### src/rtl/bcd_tod_pkg.sv
package bcd_tod_pkg;
  localparam int ADDR_W = 3;
  localparam int DATA_W = 8;

  typedef enum logic [ADDR_W-1:0] {
    RA_CTRL = 3'd0, RA_SEC = 3'd1, RA_MIN = 3'd2, RA_HOUR = 3'd3,
    RA_DAY  = 3'd4, RA_DATE = 3'd5, RA_MON = 3'd6, RA_YEAR = 3'd7
  } reg_addr_e;

  typedef struct packed {
    logic       stop;
    logic       cent;
    logic [5:0] sec;
    logic [5:0] min;
    logic [4:0] hour;
    logic [2:0] dow;
    logic [4:0] date;
    logic [3:0] mon;
    logic [6:0] year;
  } tod_t;

  typedef struct packed {
    logic sec, min, hour, day, date, mon, year, stop;
  } upd_t;

  localparam tod_t TOD_RESET = '{stop: 1'b0, cent: 1'b0, sec: 6'd0, min: 6'd0,
                                 hour: 5'd0, dow: 3'd0, date: 5'd1, mon: 4'd1,
                                 year: 7'd0};

  function automatic logic [7:0] bcd_value(input logic [7:0] b);
    return ({4'd0, b[7:4]} * 8'd10) + {4'd0, b[3:0]};
  endfunction

  function automatic logic [7:0] to_bcd(input logic [6:0] v);
    logic [3:0] t;
    logic [3:0] o;
    t = 4'(v / 7'd10);
    o = 4'(v % 7'd10);
    return {t, o};
  endfunction

  function automatic logic [4:0] month_days(input logic [3:0] m, input logic [1:0] ylo);
    case (m)
      4'd4, 4'd6, 4'd9, 4'd11: return 5'd30;
      4'd2:                    return (ylo == 2'b00) ? 5'd29 : 5'd28;
      default:                 return 5'd31;
    endcase
  endfunction
endpackage

### src/rtl/tod_write_check.sv
module tod_write_check
  import bcd_tod_pkg::*;
(
  input  logic              wr_en,
  input  reg_addr_e         addr,
  input  logic [DATA_W-1:0] wdata,
  output upd_t              upd,
  output tod_t              val
);
  logic [7:0] dec7, dec6, dec5, dec8;

  always_comb begin
    dec7 = bcd_value({1'b0, wdata[6:0]});
    dec6 = bcd_value({2'b0, wdata[5:0]});
    dec5 = bcd_value({3'b0, wdata[4:0]});
    dec8 = bcd_value(wdata);
    val      = '0;
    val.stop = wdata[7];
    val.cent = wdata[6];
    val.sec  = dec7[5:0];
    val.min  = dec7[5:0];
    val.hour = dec6[4:0];
    val.dow  = wdata[2:0];
    val.date = dec6[4:0];
    val.mon  = dec5[3:0];
    val.year = dec8[6:0];
    upd = '0;
    if (wr_en) begin
      case (addr)
        RA_SEC: begin
          upd.stop = 1'b1;
          upd.sec  = (dec7 <= 8'd59);
        end
        RA_MIN:  upd.min  = (dec7 <= 8'd59);
        RA_HOUR: upd.hour = (dec6 <= 8'd23);
        RA_DAY:  upd.day  = 1'b1;
        RA_DATE: upd.date = (dec6 != 8'd0) && (dec6 <= 8'd31);
        RA_MON:  upd.mon  = (dec5 != 8'd0) && (dec5 <= 8'd12);
        RA_YEAR: upd.year = (dec8 <= 8'd99);
        default: ;
      endcase
    end
  end
endmodule

### src/rtl/tod_chain.sv
module tod_chain
  import bcd_tod_pkg::*;
(
  input  logic clk,
  input  logic rst_n,
  input  logic tick,
  input  upd_t upd,
  input  tod_t val,
  output tod_t tod_q
);
  tod_t       nx;
  logic [4:0] dim;

  always_comb begin
    dim = month_days(tod_q.mon, tod_q.year[1:0]);
    nx  = tod_q;
    if (tick && !tod_q.stop) begin
      if (tod_q.sec != 6'd59) nx.sec = tod_q.sec + 6'd1;
      else begin
        nx.sec = 6'd0;
        if (tod_q.min != 6'd59) nx.min = tod_q.min + 6'd1;
        else begin
          nx.min = 6'd0;
          if (tod_q.hour != 5'd23) nx.hour = tod_q.hour + 5'd1;
          else begin
            nx.hour = 5'd0;
            nx.dow  = (tod_q.dow >= 3'd6) ? 3'd0 : tod_q.dow + 3'd1;
            if (tod_q.date < dim) nx.date = tod_q.date + 5'd1;
            else begin
              nx.date = 5'd1;
              if (tod_q.mon < 4'd12) nx.mon = tod_q.mon + 4'd1;
              else begin
                nx.mon  = 4'd1;
                nx.year = (tod_q.year >= 7'd99) ? 7'd0 : tod_q.year + 7'd1;
              end
            end
          end
        end
      end
    end
    if (upd.sec)  nx.sec  = val.sec;
    if (upd.min)  nx.min  = val.min;
    if (upd.hour) nx.hour = val.hour;
    if (upd.date) nx.date = val.date;
    if (upd.mon)  nx.mon  = val.mon;
    if (upd.year) nx.year = val.year;
    if (upd.stop) nx.stop = val.stop;
    if (upd.day) begin
      nx.dow  = val.dow;
      nx.cent = val.cent;
    end
  end

  always_ff @(posedge clk or negedge rst_n) begin
    if (!rst_n) tod_q <= TOD_RESET;
    else        tod_q <= nx;
  end

  // a stopped chain with no write holds every field
  a_r5_stop_freezes: assert property (@(posedge clk) disable iff (!rst_n)
    (tod_q.stop && upd == '0) |=> $stable(tod_q));
  // a tick without carry or write steps seconds by one
  a_r8_second_step: assert property (@(posedge clk) disable iff (!rst_n)
    (tick && !tod_q.stop && upd == '0 && tod_q.sec != 6'd59)
      |=> (tod_q.sec == $past(tod_q.sec) + 6'd1));
  // date and month stay inside their legal ranges
  a_r8_calendar_legal: assert property (@(posedge clk) disable iff (!rst_n)
    (tod_q.date != 5'd0 && tod_q.mon >= 4'd1 && tod_q.mon <= 4'd12));
  // an accepted seconds write wins over the tick in the same cycle
  a_r12_write_wins: assert property (@(posedge clk) disable iff (!rst_n)
    upd.sec |=> (tod_q.sec == $past(val.sec)));
endmodule

### src/rtl/tod_read_port.sv
module tod_read_port
  import bcd_tod_pkg::*;
(
  input  logic              clk,
  input  logic              rst_n,
  input  logic              rd_en,
  input  reg_addr_e         addr,
  input  tod_t              live,
  input  logic [DATA_W-1:0] ctrl,
  output logic [DATA_W-1:0] rdata,
  output logic              rvalid
);
  tod_t              snap;
  logic [DATA_W-1:0] mux;
  logic [7:0]        sec_b, min_b, hour_b, date_b, mon_b, year_b;
  logic              unused_snap_bits;

  assign unused_snap_bits = ^{snap.stop, snap.sec};

  always_comb begin
    sec_b  = to_bcd({1'b0, live.sec});
    min_b  = to_bcd({1'b0, snap.min});
    hour_b = to_bcd({2'b0, snap.hour});
    date_b = to_bcd({2'b0, snap.date});
    mon_b  = to_bcd({3'b0, snap.mon});
    year_b = to_bcd(snap.year);
    case (addr)
      RA_CTRL: mux = ctrl;
      RA_SEC:  mux = sec_b | {live.stop, 7'b0};
      RA_MIN:  mux = min_b;
      RA_HOUR: mux = hour_b;
      RA_DAY:  mux = {1'b0, snap.cent, 3'b000, snap.dow};
      RA_DATE: mux = date_b;
      RA_MON:  mux = mon_b;
      default: mux = year_b;
    endcase
  end

  always_ff @(posedge clk or negedge rst_n) begin
    if (!rst_n) begin
      snap   <= TOD_RESET;
      rdata  <= '0;
      rvalid <= 1'b0;
    end else begin
      rvalid <= rd_en;
      if (rd_en) begin
        rdata <= mux;
        if (addr == RA_SEC) snap <= live;
      end
    end
  end

  // valid follows a read request by exactly one cycle
  a_r11_valid_after_read: assert property (@(posedge clk) disable iff (!rst_n)
    rd_en |=> rvalid);
  a_r11_no_valid_otherwise: assert property (@(posedge clk) disable iff (!rst_n)
    !rd_en |=> !rvalid);
endmodule

### src/rtl/bcd_tod_regfile.sv
module bcd_tod_regfile
  import bcd_tod_pkg::*;
(
  input  logic              clk,
  input  logic              rst_n,
  input  logic              tick_1hz,
  input  logic              bus_sel,
  input  logic              bus_we,
  input  logic [ADDR_W-1:0] bus_addr,
  input  logic [DATA_W-1:0] bus_wdata,
  output logic [DATA_W-1:0] bus_rdata,
  output logic              bus_rvalid
);
  localparam logic [DATA_W-1:0] CTRL_CLR = 8'hA0;
  localparam logic [DATA_W-1:0] CTRL_SET = 8'h90;

  reg_addr_e         addr;
  logic              wr_en, rd_en;
  upd_t              upd;
  tod_t              val, tod;
  logic [DATA_W-1:0] ctrl_q;

  assign addr  = reg_addr_e'(bus_addr);
  assign wr_en = bus_sel & bus_we;
  assign rd_en = bus_sel & ~bus_we;

  always_ff @(posedge clk or negedge rst_n) begin
    if (!rst_n) ctrl_q <= '0;
    else if (wr_en && addr == RA_CTRL) ctrl_q <= (bus_wdata & ~CTRL_CLR) | CTRL_SET;
  end

  tod_write_check u_check (.wr_en(wr_en), .addr(addr), .wdata(bus_wdata), .upd(upd), .val(val));

  tod_chain u_chain (.clk(clk), .rst_n(rst_n), .tick(tick_1hz), .upd(upd), .val(val), .tod_q(tod));

  tod_read_port u_read (.clk(clk), .rst_n(rst_n), .rd_en(rd_en), .addr(addr), .live(tod),
                        .ctrl(ctrl_q), .rdata(bus_rdata), .rvalid(bus_rvalid));

  // a control write leaves bits 7 and 4 set and bit 5 clear
  a_r7_ctrl_forced_bits: assert property (@(posedge clk) disable iff (!rst_n)
    (wr_en && addr == RA_CTRL) |=> (ctrl_q[7] && ctrl_q[4] && !ctrl_q[5]));
  // without a control write the control byte holds
  a_r7_ctrl_holds: assert property (@(posedge clk) disable iff (!rst_n)
    !(wr_en && addr == RA_CTRL) |=> $stable(ctrl_q));
endmodule

### config.mk
export PLATFORM = sky130hd
export DESIGN_NAME = bcd_tod_regfile
export DESIGN_NICKNAME = d
export VERILOG_FILES = /design/src/rtl/bcd_tod_pkg.sv /design/src/rtl/tod_write_check.sv /design/src/rtl/tod_chain.sv /design/src/rtl/tod_read_port.sv /design/src/rtl/bcd_tod_regfile.sv
export SDC_FILE = /design/constraint.sdc
export NUM_CORES = 1
export LEC_CHECK = 0
export BUFFER_PORTS_ARGS = -buffer_cell sky130_fd_sc_hd__clkbuf_2
export CAP_MARGIN = 15
export CORE_AREA = 4 4 110 112
export CTS_CLUSTER_SIZE = 16
export DETAILED_ROUTE_END_ITERATION = 6
export DIE_AREA = 0 0 114 116
export PLACE_DENSITY = 0.71
export SYNTH_ARGS = -nofsm -noshare
export SYNTH_HDL_FRONTEND = slang
export SYNTH_SLANG_ARGS = --single-unit
export TNS_END_PERCENT = 5
### constraint.sdc
create_clock -name clk -period 4.4 [get_ports clk]
set_input_delay 0.22 -clock clk [delete_from_list [all_inputs] [get_ports clk]]
set_output_delay 0.22 -clock clk [all_outputs]
set_load 0.05 [all_outputs]
==> flow_summary.json <==
{
  "synth_common_cells": "dfrtp_1, nand2_1, mux2_2",
  "ios": 25,
  "drv_cap": 0,
  "wl_per_cell_um": 19.1,
  "drc": 0,
  "grt_use_total_pct": 24.8,
  "p_sw_mw": 1.38,
  "grt_pass1_vias": 4972,
  "cp_max_fo": 6,
  "post-route-util_pct": 58.5,
  "antenna_left": 0,
  "grt_max_degree": 59,
  "whs_ns": 0.200,
  "clk_latency_ns": 0.35,
  "htreeDepth": 3,
  "start_util_pct": 53.6,
  "critPathSlowestCell": "dfrtp_1",
  "yosysTopAreaCell": "dfrtp_1",
  "max_stage_delay_ns": 0.47,
  "cts_resized": 0,
  "rows": 39,
  "final_cells": 814,
  "pwr-share-seq_pct": 39.4,
  "synth_top_area_share_pct": 33.3,
  "synthFlopType": "dfrtp_1",
  "cts-root-buf": "clkbuf_16",
  "viasPerCell": 6.32,
  "peakVddDrop_v": 0.000313,
  "p_clk_share_pct": 23.4,
  "path_clk_slew_ns": 0.06,
  "antenna_found_initial": 0,
  "nets": 713,
  "setup_violations": 0,
  "hpwl_um": 11700,
  "finalCriticalPeriod_ns": 3.91,
  "setup_tns_ns": 0,
  "core-area_um2": 11200,
  "worstPathRequired_ns": 4.62,
  "io_buffers": 24,
  "die_h_um": 116,
  "tightest_slew_ns": 1.12,
  "firstDrtPassIters": 5,
  "critPathCaptureType": "flop",
  "ys_types": 79,
  "clock_skew_ns": 0.00653,
  "fmax_mhz": 256,
  "placed_cells": 797,
  "clkSinkCount": 84,
  "die_w_um": 114,
  "routed_wirelength_um": 15500,
  "yosysMostFrequentCell": "dfrtp_1",
  "hp-class": "in -> reg",
  "synth.area.top_cells": "dfrtp_1, mux2_2, ha_1",
  "crit_arrival_ns": 4.14,
  "p_leak_nw": 2.88,
  "synth_area_um2": 6020,
  "synth_seq_cells": 84,
  "num_vias": 5144,
  "synthesis.nets": 697,
  "fin_area_um2": 6560,
  "p_per_area_nw_per_um2": 532,
  "pwr-share-comb_pct": 37.2,
  "ys_seq_area_share_pct": 35.0,
  "finalHoldViolations": 0,
  "design.die.area_um2": 13200,
  "fin_crit_sh_pct": 88.9,
  "outcome": "complete, no violations",
  "diodes": 0,
  "layout-drive-gt1-share_pct": 17.6,
  "overflow": 0,
  "area_delta_synth_final_pct": 9.04,
  "place.gp.congestion": 0.937,
  "power.internal_mw": 2.11,
  "postPlaceCellArea_um2": 6240,
  "cts_buffers": 9,
  "maxSlewHeadroom_pct": 24.6,
  "synth-edff-count": 0,
  "critPathKind": "reg -> reg",
  "grt_setup_unrepaired": "no",
  "clockBufferDepth": 2,
  "final.fill_count": 987,
  "yosys_warnings": 0,
  "start_kind": "flop",
  "synthCells": 650,
  "swShare_pct": 39.5,
  "synthArstFlopShare_pct": 100,
  "avgSynthCellArea_um2": 9.26,
  "grt_pass1_wl_um": 25700,
  "cts_tree": "yes",
  "crit_chain": "nor2b_1 -> nor2b_1 -> o32ai_1 -> a211o_1 -> and2_1 -> ha_1 -> nand3_1 -> a2bb2oi_1 -> nor3_1 -> nor2_1 -> ha_1 -> inv_1 -> a31oi_1 -> a21oi_1 -> and3_1 -> o311ai_1 -> or3b_1",
  "slew_violations": 0,
  "drt_iter0_drc": 425
}
worst paths after layout:
path | from | to | slack [ns] | cells after the start
min in group asynchronous | rst_n | u_chain.tod_q[23]$_DFFE_PN0P_ | 0.33 | 2
max in group asynchronous | rst_n | u_read.rdata[0]$_DFFE_PN0P_ | 3.00 | 3
setup reg to reg | u_read.snap[4]$_DFFE_PN0P_ | u_read.rdata[1]$_DFFE_PN0P_ | 0.49 | 17
setup / recovery | u_read.snap[4]$_DFFE_PN0P_ | u_read.rdata[1]$_DFFE_PN0P_ | 0.49 | 17
hold reg to reg | u_chain.tod_q[36]$_DFFE_PN0P_ | u_chain.tod_q[36]$_DFFE_PN0P_ | 0.48 | 2
hold / removal | bus_wdata[3] | ctrl_q[3]$_DFFE_PN0P_ | 0.20 | 2
logic make-up after synthesis:
logic type,after synthesis,share of synthesized area (%)
simple gates,227,19.4
compound gates,170,19.3
flops,84,35.0
mux,75,13.7
buf+inv,47,3.60
fa+ha+maj,34,7.19
xor+xnor,13,1.89
sequential cells by signal (all words and copies together) (netlist names):
| name | count |
|---|---|
| u_chain.tod_q | 38 |
| u_read.snap | 31 |
| u_read.rdata | 8 |
| ctrl_q | 6 |
| u_read.rvalid | 1 |
power by group through the flow:
| stage | Clock, mW | Sequential (mW) | Combinational, mW |
|---|---|---|---|
| 6_report | 0.818 | 1.37 | 1.30 |
| 5_1_grt | 0.873 | 1.41 | 1.45 |
| 3_3_place_gp | 0 | 1.36 | 1.24 |
| 4_1_cts | 0.831 | 1.37 | 1.29 |
| 2_1_floorplan | 0 | 1.30 | 0.974 |
| 3_5_place_dp | 0 | 1.38 | 1.28 |
per-layer routing:
| layer | vias up | wire (µm) | global-route usage (%) |
|---|---|---|---|
| li1 | 2433 | - | - |
| met1 | 2523 | 7270 | 34.9 |
| met2 | 158 | 7030 | 38.4 |
| met3 | 30 | 884 | 4.91 |
| met4 | 0 | 366 | 8.79 |
| met5 | - | 0 | 0 |
area by class of cell:
type | count | area [µm²] | area share, %
clock buffer | 10 | 229 | 3.49
clock inverter | 6 | 87.6 | 1.33
inverter | 20 | 75.1 | 1.14
multi-input combinational | 519 | 3700 | 56.4
sequential | 84 | 2110 | 32.1
tap | 143 | 179 | 2.73
timing repair buffer | 32 | 185 | 2.82
critical path: cells and delay by family, from the launching register on:
| kind | cells | cell delay, ns |
|---|---|---|
| compound gates | 6 | 1.47 |
| fa+ha+maj | 2 | 0.32 |
| buf+inv | 1 | 0.06 |
| flops | 1 | 0.47 |
| simple gates | 8 | 1.44 |
timing repair:
| action | CTS | global route |
|---|---|---|
| hold endpoints to repair | 24 | 0 |
| endpoints found under the setup margin | 0 | 0 |
| buffers inserted | 0 | 0 |
| hold buffers | 1 | 0 |
through the flow:
| step | total power, mW | setup WS, ns |
|---|---|---|
| after floorplan | 2.27 | 0.968 |
| after global placement | 2.60 | 0.495 |
| after detailed placement | 2.66 | 0.384 |
| after CTS | 3.48 | 0.565 |
| after global routing | 3.73 | 0.187 |
| final | 3.49 | 0.489 |
layout by cell type (no fill, tap or decap), types with 11 or more instances in the layout:
cell	count
nor3_1	20
nor2b_1	11
mux2_2	50
a21oi_1	38
ha_1	29
inv_1	19
nand2_1	62
o21ai_0	41
mux2i_1	22
dfrtp_1	80
nand2b_1	15
nor2_1	43
clkbuf_2	23
nand3_1	19
Power figures use the tool's default switching activity.
